`config.mk`:
```
export PLATFORM = sky130hd
export DESIGN_NAME = spim_ctrl
export DESIGN_NICKNAME = d
export VERILOG_FILES = /design/src/rtl/spim_pkg.sv /design/src/rtl/spim_fifo.sv /design/src/rtl/spim_engine.sv /design/src/rtl/spim_ctrl.sv
export SDC_FILE = /design/constraint.sdc
export NUM_CORES = 1
export LEC_CHECK = 0
export BUFFER_PORTS_ARGS = -buffer_cell sky130_fd_sc_hd__buf_4
export CAP_MARGIN = 10
export CELL_PAD_IN_SITES_DETAIL_PLACEMENT = 1
export CELL_PAD_IN_SITES_GLOBAL_PLACEMENT = 2
export CORE_UTILIZATION = 42
export CTS_BUF_LIST = sky130_fd_sc_hd__clkbuf_8
export DETAILED_ROUTE_END_ITERATION = 10
export MAX_ROUTING_LAYER = met4
export PLACE_DENSITY = 0.83
export SYNTH_ARGS = -nofsm -noshare
export SYNTH_HDL_FRONTEND = slang
export SYNTH_SLANG_ARGS = --single-unit
export TNS_END_PERCENT = 20
```
`constraint.sdc`:
```
create_clock -name clk -period 3.4 [get_ports clk]
set_clock_uncertainty 0.2 [all_clocks]
set_input_delay 0.51 -clock clk [delete_from_list [all_inputs] [get_ports clk]]
set_output_delay 0.51 -clock clk [all_outputs]
set_load 0.01 [all_outputs]
```
`src/rtl/spim_pkg.sv`:
```
package spim_pkg;
   // register word indices (software decodes these)
   localparam int unsigned IX_SRST  = 16;
   localparam int unsigned IX_CTRL  = 24;
   localparam int unsigned IX_STAT  = 25;
   localparam int unsigned IX_TXD   = 26;
   localparam int unsigned IX_RXD   = 27;
   localparam int unsigned IX_SSEL  = 28;
   localparam int unsigned IX_TXOCC = 29;
   localparam int unsigned IX_RXOCC = 30;

   localparam logic [31:0] SRST_KEY = 32'h0000_000A;

   // control bit positions
   localparam int unsigned CB_LOOP  = 0;
   localparam int unsigned CB_EN    = 1;
   localparam int unsigned CB_MSTR  = 2;
   localparam int unsigned CB_CPOL  = 3;
   localparam int unsigned CB_CPHA  = 4;
   localparam int unsigned CB_TXFL  = 5;
   localparam int unsigned CB_RXFL  = 6;
   localparam int unsigned CB_MANSS = 7;
   localparam int unsigned CB_HOLD  = 8;
   localparam int unsigned CB_LSB   = 9;
   localparam int unsigned CTRL_W   = 10;

   localparam logic [CTRL_W-1:0] CTRL_RST = 10'h180;

   typedef struct packed {
      logic loop;
      logic cpol;
      logic cpha;
      logic lsb;
   } spim_mode_t;
endpackage

```
`src/rtl/spim_fifo.sv`:
```
module spim_fifo #(
   parameter int unsigned W     = 8,
   parameter int unsigned DEPTH = 16,
   localparam int unsigned AW   = (DEPTH > 1) ? $clog2(DEPTH) : 1,
   localparam int unsigned CW   = AW + 1
) (
   input  logic          clk,
   input  logic          rst,
   input  logic          clr,
   input  logic          push,
   input  logic [W-1:0]  din,
   input  logic          pop,
   output logic [W-1:0]  dout,
   output logic [CW-1:0] count,
   output logic          empty,
   output logic          full
);
   if (DEPTH < 2 || (DEPTH & (DEPTH - 1)) != 0) begin : g_bad_depth
      $error("spim_fifo: DEPTH must be a power of two of at least 2");
   end

   logic [W-1:0]  mem [DEPTH];
   logic [AW-1:0] wp, rp;
   logic          do_push, do_pop;

   assign empty   = (count == '0);
   assign full    = (count == CW'(DEPTH));
   assign do_push = push && !full;
   assign do_pop  = pop && !empty;
   assign dout    = mem[rp];

   always_ff @(posedge clk) begin
      if (do_push) mem[wp] <= din;
   end

   always_ff @(posedge clk) begin
      if (rst || clr) begin
         wp    <= '0;
         rp    <= '0;
         count <= '0;
      end else begin
         if (do_push) wp <= wp + 1'b1;
         if (do_pop)  rp <= rp + 1'b1;
         case ({do_push, do_pop})
            2'b10:   count <= count + 1'b1;
            2'b01:   count <= count - 1'b1;
            default: count <= count;
         endcase
      end
   end
endmodule

```
`src/rtl/spim_engine.sv`:
```
module spim_engine
   import spim_pkg::*;
#(
   parameter int unsigned DIV = 4
) (
   input  logic       clk,
   input  logic       rst,
   input  logic       clr,
   input  logic       en,
   input  spim_mode_t mode,
   input  logic       start,
   input  logic [7:0] tx_byte,
   input  logic       miso,
   output logic       busy,
   output logic       sclk,
   output logic       mosi,
   output logic       rx_push,
   output logic [7:0] rx_byte
);
   localparam int unsigned HALF = DIV / 2;
   localparam int unsigned HW   = (HALF > 1) ? $clog2(HALF) : 1;

   logic [7:0]    tsh, rsh, rnext;
   logic [3:0]    edg;
   logic          ph, tick, samp, adv, rin;
   logic [HW-1:0] hcnt;

   if (HALF == 1) begin : g_tick_every
      assign tick = busy;
      always_ff @(posedge clk) hcnt <= '0;
   end else begin : g_tick_count
      assign tick = busy && (hcnt == HW'(HALF - 1));
      always_ff @(posedge clk) begin
         if (rst || clr || !busy || tick) hcnt <= '0;
         else                             hcnt <= hcnt + 1'b1;
      end
   end

   // first-edge sampling: even edges sample, odd edges shift
   assign samp  = mode.cpha ? edg[0] : ~edg[0];
   assign adv   = mode.cpha ? (~edg[0] && edg != 4'd0) : edg[0];
   assign mosi  = mode.lsb ? tsh[0] : tsh[7];
   assign rin   = mode.loop ? mosi : miso;
   assign rnext = mode.lsb ? {rin, rsh[7:1]} : {rsh[6:0], rin};
   assign sclk  = mode.cpol ^ ph;

   assign rx_push = tick && (edg == 4'd15);
   assign rx_byte = samp ? rnext : rsh;

   always_ff @(posedge clk) begin
      if (rst || clr) begin
         busy <= 1'b0;
         ph   <= 1'b0;
         edg  <= '0;
         tsh  <= 8'hFF;
         rsh  <= '0;
      end else if (!en) begin
         busy <= 1'b0;
         ph   <= 1'b0;
         edg  <= '0;
      end else if (start && !busy) begin
         busy <= 1'b1;
         ph   <= 1'b0;
         edg  <= '0;
         tsh  <= tx_byte;
      end else if (tick) begin
         ph  <= ~ph;
         edg <= edg + 1'b1;
         if (samp) rsh <= rnext;
         if (adv)  tsh <= mode.lsb ? {1'b1, tsh[7:1]} : {tsh[6:0], 1'b1};
         if (edg == 4'd15) busy <= 1'b0;
      end
   end
endmodule

```
`src/rtl/spim_ctrl.sv`:
```
module spim_ctrl
   import spim_pkg::*;
#(
   parameter int unsigned DEPTH = 16,
   parameter int unsigned DIV   = 4,
   parameter int unsigned NSS   = 4
) (
   input  logic           clk,
   input  logic           rst,
   input  logic           bus_wr,
   input  logic           bus_rd,
   input  logic [4:0]     bus_addr,
   input  logic [31:0]    bus_wdata,
   output logic [31:0]    bus_rdata,
   output logic           sclk,
   output logic           mosi,
   input  logic           miso,
   output logic [NSS-1:0] ss_n
);
   localparam int unsigned CW = ((DEPTH > 1) ? $clog2(DEPTH) : 1) + 1;

   if (DIV < 2 || (DIV % 2) != 0) begin : g_bad_div
      $error("spim_ctrl: DIV must be even and at least 2");
   end
   if (NSS < 1 || NSS > 32) begin : g_bad_nss
      $error("spim_ctrl: NSS must lie in 1..32");
   end

   logic [CTRL_W-1:0] ctrl_q;
   logic [NSS-1:0]    ss_q;
   logic              wr_ctrl, srst, tx_clr, rx_clr;
   logic              eng_busy, eng_en, can_start, rx_push;
   logic [7:0]        tx_dout, rx_dout, rx_byte;
   logic [CW-1:0]     tx_count, rx_count;
   logic              tx_empty, tx_full, rx_empty, rx_full;
   logic [31:0]       ss_rd, stat_rd;
   spim_mode_t        mode;

   assign wr_ctrl = bus_wr && (bus_addr == 5'(IX_CTRL));
   assign srst    = bus_wr && (bus_addr == 5'(IX_SRST)) && (bus_wdata == SRST_KEY);
   assign tx_clr  = srst || (wr_ctrl && bus_wdata[CB_TXFL]);
   assign rx_clr  = srst || (wr_ctrl && bus_wdata[CB_RXFL]);

   always_ff @(posedge clk) begin
      if (rst || srst) begin
         ctrl_q <= CTRL_RST;
         ss_q   <= '1;
      end else begin
         if (wr_ctrl) begin
            ctrl_q          <= bus_wdata[CTRL_W-1:0];
            ctrl_q[CB_TXFL] <= 1'b0;
            ctrl_q[CB_RXFL] <= 1'b0;
         end
         if (bus_wr && bus_addr == 5'(IX_SSEL)) ss_q <= bus_wdata[NSS-1:0];
      end
   end

   assign mode.loop = ctrl_q[CB_LOOP];
   assign mode.cpol = ctrl_q[CB_CPOL];
   assign mode.cpha = ctrl_q[CB_CPHA];
   assign mode.lsb  = ctrl_q[CB_LSB];
   assign eng_en    = ctrl_q[CB_EN] && ctrl_q[CB_MSTR];
   assign can_start = eng_en && !ctrl_q[CB_HOLD] && !tx_empty && !eng_busy;
   assign ss_n      = ss_q;

   spim_fifo #(.W(8), .DEPTH(DEPTH)) u_txf (
      .clk(clk), .rst(rst), .clr(tx_clr),
      .push(bus_wr && bus_addr == 5'(IX_TXD)), .din(bus_wdata[7:0]),
      .pop(can_start), .dout(tx_dout), .count(tx_count),
      .empty(tx_empty), .full(tx_full)
   );

   spim_fifo #(.W(8), .DEPTH(DEPTH)) u_rxf (
      .clk(clk), .rst(rst), .clr(rx_clr),
      .push(rx_push), .din(rx_byte),
      .pop(bus_rd && bus_addr == 5'(IX_RXD)), .dout(rx_dout), .count(rx_count),
      .empty(rx_empty), .full(rx_full)
   );

   spim_engine #(.DIV(DIV)) u_eng (
      .clk(clk), .rst(rst), .clr(srst), .en(eng_en), .mode(mode),
      .start(can_start), .tx_byte(tx_dout), .miso(miso),
      .busy(eng_busy), .sclk(sclk), .mosi(mosi),
      .rx_push(rx_push), .rx_byte(rx_byte)
   );

   if (NSS < 32) begin : g_ss_pad
      assign ss_rd = {{(32 - NSS){1'b1}}, ss_q};
   end else begin : g_ss_full
      assign ss_rd = ss_q;
   end

   assign stat_rd = {26'd0, 1'b1, 1'b0, tx_full, tx_empty && !eng_busy, rx_full, rx_empty};

   function automatic logic [31:0] occ(input logic [CW-1:0] c);
      return (c == '0) ? 32'd0 : 32'(c - 1'b1);
   endfunction

   always_comb begin
      case (bus_addr)
         5'(IX_CTRL):  bus_rdata = {{(32 - CTRL_W){1'b0}}, ctrl_q};
         5'(IX_STAT):  bus_rdata = stat_rd;
         5'(IX_RXD):   bus_rdata = rx_empty ? 32'd0 : {24'd0, rx_dout};
         5'(IX_SSEL):  bus_rdata = ss_rd;
         5'(IX_TXOCC): bus_rdata = occ(tx_count);
         5'(IX_RXOCC): bus_rdata = occ(rx_count);
         default:      bus_rdata = 32'd0;
      endcase
   end
endmodule

```
==> results.json, run 1 <==
{
  "worstRegToRegCells": 14,
  "cts_tree": "built",
  "crit_path_end": "bus_rdata[2]",
  "p_sw_w": 0.001718,
  "synth_ff_type": "edfxtp_1",
  "fmax_mhz": 292.1,
  "ir_drop_v": 0.0002875,
  "dpl_worst_slack_ps": 96.82,
  "setup_ws_ps": -23.45,
  "initial_core_util_pct": 43.13,
  "h-tree-depth": 2,
  "syn-num-nets": 954,
  "synth.area.top_cells": "edfxtp_1 56%, mux4_2 13%, dfxtp_1 10%",
  "gp_congestion": 0.8265,
  "clockPowerShare_pct": 47.0,
  "r2r_start": "u_rxf.count[0]$_SDFFE_PP0P_",
  "setup_violations": 3,
  "hold_class": "in2reg",
  "violations": "negative setup slack",
  "hold_viol": 0,
  "max-cap-violations": 0,
  "core_mm2": 0.03196,
  "combPwrFrac_pct": 2.0,
  "nNetsFinal": 1112,
  "drtAntennaViolNets": 0,
  "drt_wl_total_um": 35120,
  "p_int_w": 0.006628,
  "p_per_area_mw_per_mm2": 496.2,
  "via_per_inst": 5.452,
  "worstPathRequired_ps": 2690,
  "wl_per_cell_um": 22.97,
  "synth_top_cells_by_count": "256 x edfxtp_1, 79 x mux4_2, 78 x nor2_1",
  "netlist_area_mm2": 0.01378,
  "via_count": 8336,
  "dp_cells": 1405,
  "yosysUniqueCellTypes": 61,
  "regToRegEndpoint": "u_rxf.count[4]$_SDFFE_PP0P_",
  "grt_pass1_vias": 8579,
  "tightest_slew_ps": 667.4,
  "fin_cells": 1529,
  "first_iter_violations": 568,
  "cts_sinks": 325,
  "synth-seq-area-share_pct": 65.79,
  "yosysTopAreaCell": "edfxtp_1",
  "p_leak_nw": 5.876,
  "arrival_ps": 2710,
  "synth_edf_count": 256,
  "std_cell_rows": 65,
  "syn_inst": 891,
  "critPathKind": "reg2out",
  "grt_usage_pct": 21.42,
  "grt_max_degree": 33,
  "drv_slew": 0,
  "ys_seq_elements": 325,
  "async_reset_ff_share_pct": 0,
  "synth_top_cell_area_share_pct": 55.77,
  "numCtsBuffers": 54,
  "power_frac_seq_pct": 51.0,
  "cp_max_fo": 8,
  "clk-insertion-delay-late_ps": 590,
  "area_growth_pct": 22.02,
  "slew_headroom_pct": 55.45,
  "synth_area_per_cell_um2": 15.47,
  "clkTransAtPathRegs_ps": 60,
  "rsz0062_at_grt": "yes",
  "numPortBuffers": 79,
  "period_share_pct": 100.7,
  "dieArea_mm2": 0.03355,
  "switching_share_pct": 20.58,
  "dp_hpwl_um": 22660,
  "status": "finished, violations left",
  "fin_crit_ps": 3423,
  "end_kind": "output pin",
  "detail_route.first_pass.iterations": 4,
  "yosysWarnings": 0,
  "placed_cell_area_mm2": 0.01511,
  "die_h_um": 183.2,
  "start_kind": "register",
  "cts_max_path_buffers": 3,
  "grt_overflow": 0,
  "cts_root_buf": "clkbuf_8",
  "io_pins": 80,
  "p_total_w": 0.008346,
  "die_x_um": 183.2,
  "r2r_slack_ps": 180,
  "fin_area_mm2": 0.01682,
  "synth_most_common_cell": "edfxtp_1",
  "drcViolationCount": 0,
  "antenna_found_initial": 0,
  "grt_pass1_wl_um": 51920,
  "layout-drive-gt1-share_pct": 33.94,
  "fin_util_pct": 52.62
}
-- final cells by class --
type,count,area [µm²]
Antenna cell,1,2.502
Tap cell,435,544.3
Timing Repair Buffer,168,1488
Fill cell,3103,15140
Sequential cell,325,9080
Clock inverter,44,454.2
Clock buffer,56,770.7
Inverter,25,96.34
Multi-Input combinational cell,475,4384
-- how the worst min path moves through the flow --
stage                                from                      to  depth (start not counted)
floorplan           u_eng.hcnt$_SDFF_PP0_   u_eng.hcnt$_SDFF_PP0_                          1
CTS                          bus_wdata[8]  ctrl_q[8]$_SDFFE_PP1P_                          3
global route                 bus_wdata[8]  ctrl_q[8]$_SDFFE_PP1P_                          3
detailed placement  u_eng.hcnt$_SDFF_PP0_   u_eng.hcnt$_SDFF_PP0_                          1
finish                       bus_wdata[8]  ctrl_q[8]$_SDFFE_PP1P_                          3
global placement    u_eng.hcnt$_SDFF_PP0_   u_eng.hcnt$_SDFF_PP0_                          1
-- critical path: stages, from the launching register on --
cell	delay, ps
dfxtp_4	370
buf_8	180
mux4_2	580
mux4_2	530
nand2b_1	150
o2111ai_2	130
buf_4	180
-- metrics by stage --
| step | hold slack (ps) | TNS, ps |
|---|---|---|
| 6_report | 72.84 | -36.20 |
| 5_1_grt | 75.01 | -1507 |
| 4_1_cts | 40.32 | -654.0 |
| 3_5_place_dp | 240.7 | 0 |
| 3_3_place_gp | 231.3 | 0 |
| 2_1_floorplan | 213.5 | 0 |
-- per-layer routing --
metal	part of all wire, %	GRT usage (%)
met1	44	28.45
met4	1.9	5.300
met3	5.2	3.614
met5	0	-
met2	49	34.45
-- cells by family after synthesis --
logic type	count (synthesis)	share of synthesized area [%]
compound gates	96	4.602
fa+ha+maj	21	1.961
mux	104	14.80
buf+inv	91	3.286
flops	325	65.79
xor+xnor	26	1.652
simple gates	228	7.915
-- flip-flops by register name, summed over array words and instances (netlist names), named ones only --
name and count:
u_eng.rsh 8, u_rxf.count 5, u_eng.edg 4, u_txf.count 5
u_eng.ph 1, u_rxf.wp 4, u_txf.mem 128, u_txf.rp 4
u_eng.tsh 8, u_rxf.mem 128, u_eng.hcnt 1, ctrl_q 8
u_rxf.rp 4, ss_n 4, u_txf.wp 4, u_eng.busy 1
-- what timing repair did --
item,CTS,global route
gates resized for setup,28,39
hold endpoints to repair,1,0
gates cloned,3,1
endpoints found under the setup margin,32,31
hold buffers,1,0
pin swaps,3,4
buffers inserted,5,15
-- cell usage in the layout (no fill, tap or decap), types with 18 or more instances in the layout --
| master | netlist | routed |
|---|---|---|
| inv_1 | 24 | 32 |
| edfxtp_1 | 256 | 256 |
| clkbuf_8 | 0 | 56 |
| dfxtp_1 | 69 | 64 |
| o21ai_0 | 23 | 18 |
| nor2_1 | 78 | 78 |
| a21oi_1 | 31 | 30 |
| mux4_2 | 79 | 79 |
| nand2_1 | 67 | 67 |
| buf_4 | 23 | 139 |
-- power groups by stage --
stage / clock, W / combinational [W] / sequential, W
2_1_floorplan: 0 / 0.0000507 / 0.00435
3_3_place_gp: 0 / 0.000151 / 0.00435
3_5_place_dp: 0 / 0.000156 / 0.00435
4_1_cts: 0.00400 / 0.000161 / 0.00426
5_1_grt: 0.00414 / 0.000177 / 0.00426
6_report: 0.00392 / 0.000166 / 0.00426
Power figures use the tool's default switching activity.
==> run 2: changes to the inputs <==
--- a/config.mk
+++ b/config.mk
@@ -11,7 +11,6 @@
 export CELL_PAD_IN_SITES_GLOBAL_PLACEMENT = 2
-export CORE_UTILIZATION = 42
-export CTS_BUF_LIST = sky130_fd_sc_hd__clkbuf_8
+export CORE_UTILIZATION = 40
 export DETAILED_ROUTE_END_ITERATION = 10
 export MAX_ROUTING_LAYER = met4
-export PLACE_DENSITY = 0.83
+export PLACE_DENSITY = 0.8
 export SYNTH_ARGS = -nofsm -noshare
==> constraint.sdc (replaced) <==
create_clock -name clk -period 3.4 [get_ports clk]
set_clock_uncertainty 0.2 [all_clocks]
set_input_delay 0.17 -clock clk [delete_from_list [all_inputs] [get_ports clk]]
set_output_delay 0.17 -clock clk [all_outputs]
set_load 0.01 [all_outputs]
==> results.json, run 2 (synthesis results as in run 1) <==
{
  "grt_pass1_vias": 8444,
  "drcViolationCount": 0,
  "fmax_mhz": 304.2,
  "cts_sinks": 325,
  "via_per_inst": 5.427,
  "initial_core_util_pct": 40.90,
  "violations": "negative hold slack",
  "ir_drop_v": 0.0003054,
  "p_per_area_mw_per_mm2": 502.2,
  "p_leak_nw": 5.622,
  "wl_per_cell_um": 22.31,
  "hold_viol": 2,
  "worstPathRequired_ps": 3030,
  "cp_max_fo": 17,
  "detail_route.first_pass.iterations": 4,
  "cp_top_family": "multiplexers",
  "clkTransAtPathRegs_ps": 60,
  "antennaDiodeCount": 0,
  "hold_class": "in2reg",
  "dp_hpwl_um": 22850,
  "first_iter_violations": 666,
  "via_count": 8146,
  "dpl_worst_slack_ps": 161.1,
  "layout_commonest_cell": "edfxtp_1",
  "critPathKind": "reg2out",
  "numCtsBuffers": 36,
  "grt_overflow": 0,
  "status": "finished, violations left",
  "gp_congestion": 0.8516,
  "end_kind": "output pin",
  "layout_common_cells": "256 x edfxtp_1, 145 x buf_4, 79 x mux4_2, 78 x nor2_1",
  "std_cell_rows": 67,
  "placed_cell_area_mm2": 0.01513,
  "setup_ws_ps": 112.7,
  "grt_max_degree": 33,
  "cts_root_buf": "clkbuf_16",
  "period_share_pct": 96.68,
  "path_cells": "buf_12 > mux4_2 > mux2i_1 > a211oi_1 > or3_1 > buf_4",
  "timing.critical_path.buf_inv": 2,
  "die_h_um": 187.6,
  "cts_tree": "built",
  "grt_pass1_wl_um": 51520,
  "tightest_slew_ps": 957.1,
  "area_growth_pct": 19.53,
  "drv_slew": 0,
  "layout-drive-gt1-share_pct": 28.96,
  "max-cap-violations": 0,
  "cpMaxStageDelayCell": "mux4_2",
  "start_kind": "register",
  "slew_headroom_pct": 36.11,
  "numPortBuffers": 79,
  "fin_area_mm2": 0.01648,
  "p_total_w": 0.008274,
  "rsz0062_at_grt": "yes",
  "clk-insertion-delay-late_ps": 510,
  "setup_violations": 0,
  "core_mm2": 0.03370,
  "antenna_found_initial": 0,
  "fin_crit_ps": 3287,
  "drt_wl_total_um": 33490,
  "fin_hold_ws_ps": -8.301,
  "die_x_um": 187.6,
  "dieArea_mm2": 0.03521,
  "io_pins": 80,
  "max_stage_delay_ps": 500,
  "arrival_ps": 2920,
  "drtAntennaViolNets": 0,
  "h-tree-depth": 2,
  "cts_max_path_buffers": 3,
  "grt_usage_pct": 19.91,
  "reg_top3": "u_rxf.mem: 128 flops, u_txf.mem: 128 flops",
  "nNetsFinal": 1088
}
-- run 2: path summary, 6_finish.rpt --
path | start | end | slack, ps | cells after the start
setup / recovery | register | bus_rdata[0] | 110 | 6
hold / removal | bus_rd | register | -8 | 5
setup reg to reg | u_txf.count[0]$_SDFFE_PP0P_ | u_txf.count[4]$_SDFFE_PP0P_ | 200 | 13
hold reg to reg | u_eng.hcnt$_SDFF_PP0_ | u_eng.hcnt$_SDFF_PP0_ | 260 | 1
-- run 2: layout make-up --
type | count | area (µm²)
clock inverter | 22 | 224.0
tap | 448 | 560.5
sequential | 325 | 9071
fill | 3329 | 17220
clock buffer | 44 | 952.2
inverter | 25 | 93.84
timing repair buffer | 162 | 1279
multi-input combinational | 475 | 4297
-- run 2: timing repair --
item                                    4_1_cts  5_1_grt
resized for setup                             0        5
hold buffers                                 15        0
endpoints found under the setup margin       23        3
endpoints found under the hold margin       149        0
pin swaps                                     1        0
setup buffers                                 1        0
-- run 2: metrics by stage --
stage                     util (%)  setup TNS, ps  std cells  hold slack [ps]
final                        48.89              0       1501           -8.301
after global routing         48.89         -6.818       1501            22.80
after CTS                    48.84              0       1501            17.73
after detailed placement     44.88              0       1419            234.5
after global placement       44.88              0       1419            220.9
after floorplan                  -              0        891            68.87
-- run 2: metal layers --
metal	GRT usage, %	share of wire, %	vias to the layer above
met5	-	0	-
met4	4.784	1.7	0
met3	2.826	4.6	41
met2	32.08	48	210
met1	26.72	45	4220
li1	-	-	3675
-- run 2: worst register-to-register path: stages, from the launching register on --
cell and delay (ps):
dfxtp_1 320, inv_1 60, ha_2 210, or4b_4 500
and2_4 240, ha_2 250, xor2_1 150, ha_1 240
nand2b_1 180, nor2_1 110, a22o_1 170, a221oi_2 50
or3_1 320, a21oi_1 130
-- run 2: power breakdown --
group	total (W)	switching [W]	internal, W
Clock	0.00385	0.00154	0.00231
Sequential	0.00426	0.00000239	0.00426
Combinational	0.000163	0.0000940	0.0000689
==> run 3: changes to the inputs <==
- ABC_AREA: not set -> 1
- CORE_UTILIZATION: 40 -> 37
- PLACE_DENSITY: 0.8 -> 0.81
==> results.json, run 3 <==
{
  "numPortBuffers": 79,
  "seq_area_mm2": 0.009072,
  "netlist_area_mm2": 0.01432,
  "arrival_ps": 2830,
  "grt_util_met2_pct": 34.87,
  "drv_slew": 0,
  "tightest_slew_ps": 1235,
  "synth_top_cells_by_count": "256 x edfxtp_1, 233 x nor2_1, 173 x nand2_1",
  "yosysUniqueCellTypes": 47,
  "p_sw_w": 0.001747,
  "grt_usage_pct": 21.17,
  "ys_seq_elements": 325,
  "drtAntennaViolNets": 0,
  "p_int_w": 0.006660,
  "synth_top_cell_area_share_pct": 53.69,
  "status": "finished, final reports clean",
  "start_kind": "register",
  "multiInputGateArea_mm2": 0.004482,
  "antenna_found_initial": 0,
  "layout_commonest_cell": "edfxtp_1",
  "fmax_mhz": 312.7,
  "cts_max_path_buffers": 3,
  "synth-seq-area-share_pct": 63.33,
  "setup_violations": 0,
  "combPwrFrac_pct": 2.1,
  "std_cell_rows": 71,
  "synth_area_per_cell_um2": 10.61,
  "dieArea_mm2": 0.03949,
  "grt_overflow": 0,
  "h-tree-depth": 2,
  "yosysTopAreaCell": "edfxtp_1",
  "die_x_um": 198.7,
  "synth.area.top_cells": "edfxtp_1 54%, dfxtp_1 9.6%, nor2_1 6.1%",
  "yosysWarnings": 0,
  "cp_max_fo": 50,
  "via_per_inst": 5.201,
  "grt_util_met1_pct": 26.98,
  "cts_hold_buf": 23,
  "ir_drop_v": 0.0004299,
  "async_reset_ff_share_pct": 0,
  "worstPathRequired_ps": 3030,
  "dp_hpwl_um": 25780,
  "io_pins": 80,
  "clockPowerShare_pct": 47.2,
  "wl_per_cell_um": 19.84,
  "slew_headroom_pct": 17.13,
  "cts_resized": 0,
  "fin_cells": 1998,
  "busiest_layer": "met2",
  "layout-drive-gt1-share_pct": 15.47,
  "period_share_pct": 94.07,
  "p_leak_nw": 6.147,
  "cts_sinks": 325,
  "tns_ps": 0,
  "synth_edf_count": 256,
  "grt_max_degree": 65,
  "gp_congestion": 0.7938,
  "fin_area_mm2": 0.01693,
  "max-cap-violations": 0,
  "synth_most_common_cell": "edfxtp_1",
  "first_iter_violations": 568,
  "syn_inst": 1349,
  "via_count": 10392,
  "hold_viol": 0,
  "cts_root_buf": "clkbuf_16",
  "core_mm2": 0.03784,
  "dp_cells": 1907,
  "cts_setup_buffers": 0,
  "clkTransAtPathRegs_ps": 60,
  "end_kind": "output pin",
  "nFillCells": 4199,
  "fin_crit_ps": 3198,
  "nNetsFinal": 1522,
  "detail_route.first_pass.iterations": 5,
  "rsz0062_at_grt": "no",
  "drt_wl_total_um": 39650,
  "critPathKind": "reg2out",
  "reg_top3": "u_rxf.mem: 128 flops, u_txf.mem: 128 flops",
  "antennaDiodeCount": 0,
  "grt_pass1_vias": 10804,
  "met3_usage_pct": 3.391,
  "synth_ff_type": "edfxtp_1",
  "initial_core_util_pct": 37.84,
  "syn-num-nets": 1412,
  "area_growth_pct": 18.26,
  "placed_cell_area_mm2": 0.01550,
  "grt_pass1_wl_um": 61600,
  "power_frac_seq_pct": 50.7,
  "numCtsBuffers": 38,
  "clk-insertion-delay-late_ps": 550,
  "p_per_area_mw_per_mm2": 496.5,
  "die_h_um": 198.7,
  "drcViolationCount": 0,
  "layout_common_cells": "256 x edfxtp_1, 233 x nor2_1, 173 x nand2_1, 148 x o21ai_0, 123 x buf_4",
  "switching_share_pct": 20.78,
  "hold_class": "in2reg",
  "cts_tree": "built"
}
## run 3: cell count changes in the layout (fill, tap and decap cells not counted), moves of 22 or more
cell      change
nor2_1      +155
inv_1        +50
buf_4        -22
nand2_1     +106
o21ai_0     +126
mux4_2       -79
o22ai_1      +35
nand3_1      +38
o211ai_1     +37
## run 3: routing by layer
layer  up-vias  share of wire [%]  wire length (µm)
met5         -                  0                 0
met4         0                1.8               716
met3        50                4.7              1864
met2       223                 49             19550
met1      5170                 44             17520
li1       4949                  -                 -
## run 3: critical path, stage by stage, from the launching register on
cell	delay [ps]
dfxtp_2	640
inv_2	250
buf_12	240
o21ai_0	210
o22ai_1	110
o21ai_0	230
nand2_1	90
nand3_1	180
nand3_1	130
buf_4	170
## run 3: layout make-up
cell class                      instances  share of cell area (%)
Clock buffer                           50                   6.184
Inverter                               89                   2.010
Timing Repair Buffer                  148                   7.049
Clock inverter                         18                  0.9384
Sequential cell                       325                   53.58
Multi-Input combinational cell        857                   26.47
Tap cell                              511                   3.776
## run 3: worst paths after layout
path / start / endpoint / slack (ps) / cells after the start
setup / recovery: register / bus_rdata[5] / 200 / 9
hold / removal: bus_wdata[22] / ctrl_q[1]$_SDFFE_PP0P_ / 80 / 7
setup reg to reg: u_rxf.count[0]$_SDFFE_PP0P_ / u_rxf.count[4]$_SDFFE_PP0P_ / 440 / 18
hold reg to reg: u_eng.edg[2]$_SDFFE_PP0P_ / u_eng.edg[2]$_SDFFE_PP0P_ / 270 / 2
## run 3: logic make-up after synthesis
family / Yosys count / synth area share [%]
and+or+nand+nor: 510 / 15.62
DFF: 325 / 63.33
AOI/OAI and AO/OA: 297 / 11.88
buffers and inverters: 167 / 5.365
adders and majority gates: 21 / 1.887
muxes: 15 / 1.049
xor gates and xnor gates: 14 / 0.8564
## run 3: power groups by stage
stage / Combinational, W / Sequential (W) / Clock (W)
2_1_floorplan: 0.0000590 / 0.00435 / 0
3_3_place_gp: 0.000157 / 0.00435 / 0
3_5_place_dp: 0.000161 / 0.00435 / 0
4_1_cts: 0.000176 / 0.00426 / 0.00405
5_1_grt: 0.000190 / 0.00426 / 0.00418
6_report: 0.000174 / 0.00426 / 0.00397
## run 3: metrics by stage
stage | utilization [%] | setup WS [ps] | hold WS (ps) | power, W
3_5_place_dp | 40.95 | 422.5 | 238.5 | 0.004508
6_report | 44.75 | 201.8 | 75.61 | 0.008407
4_1_cts | 44.75 | 146.9 | 69.33 | 0.008489
2_1_floorplan | - | 781.6 | 68.87 | 0.004407
3_3_place_gp | 40.95 | 499.0 | 226.4 | 0.004504
5_1_grt | 44.75 | 29.92 | 132.7 | 0.008627
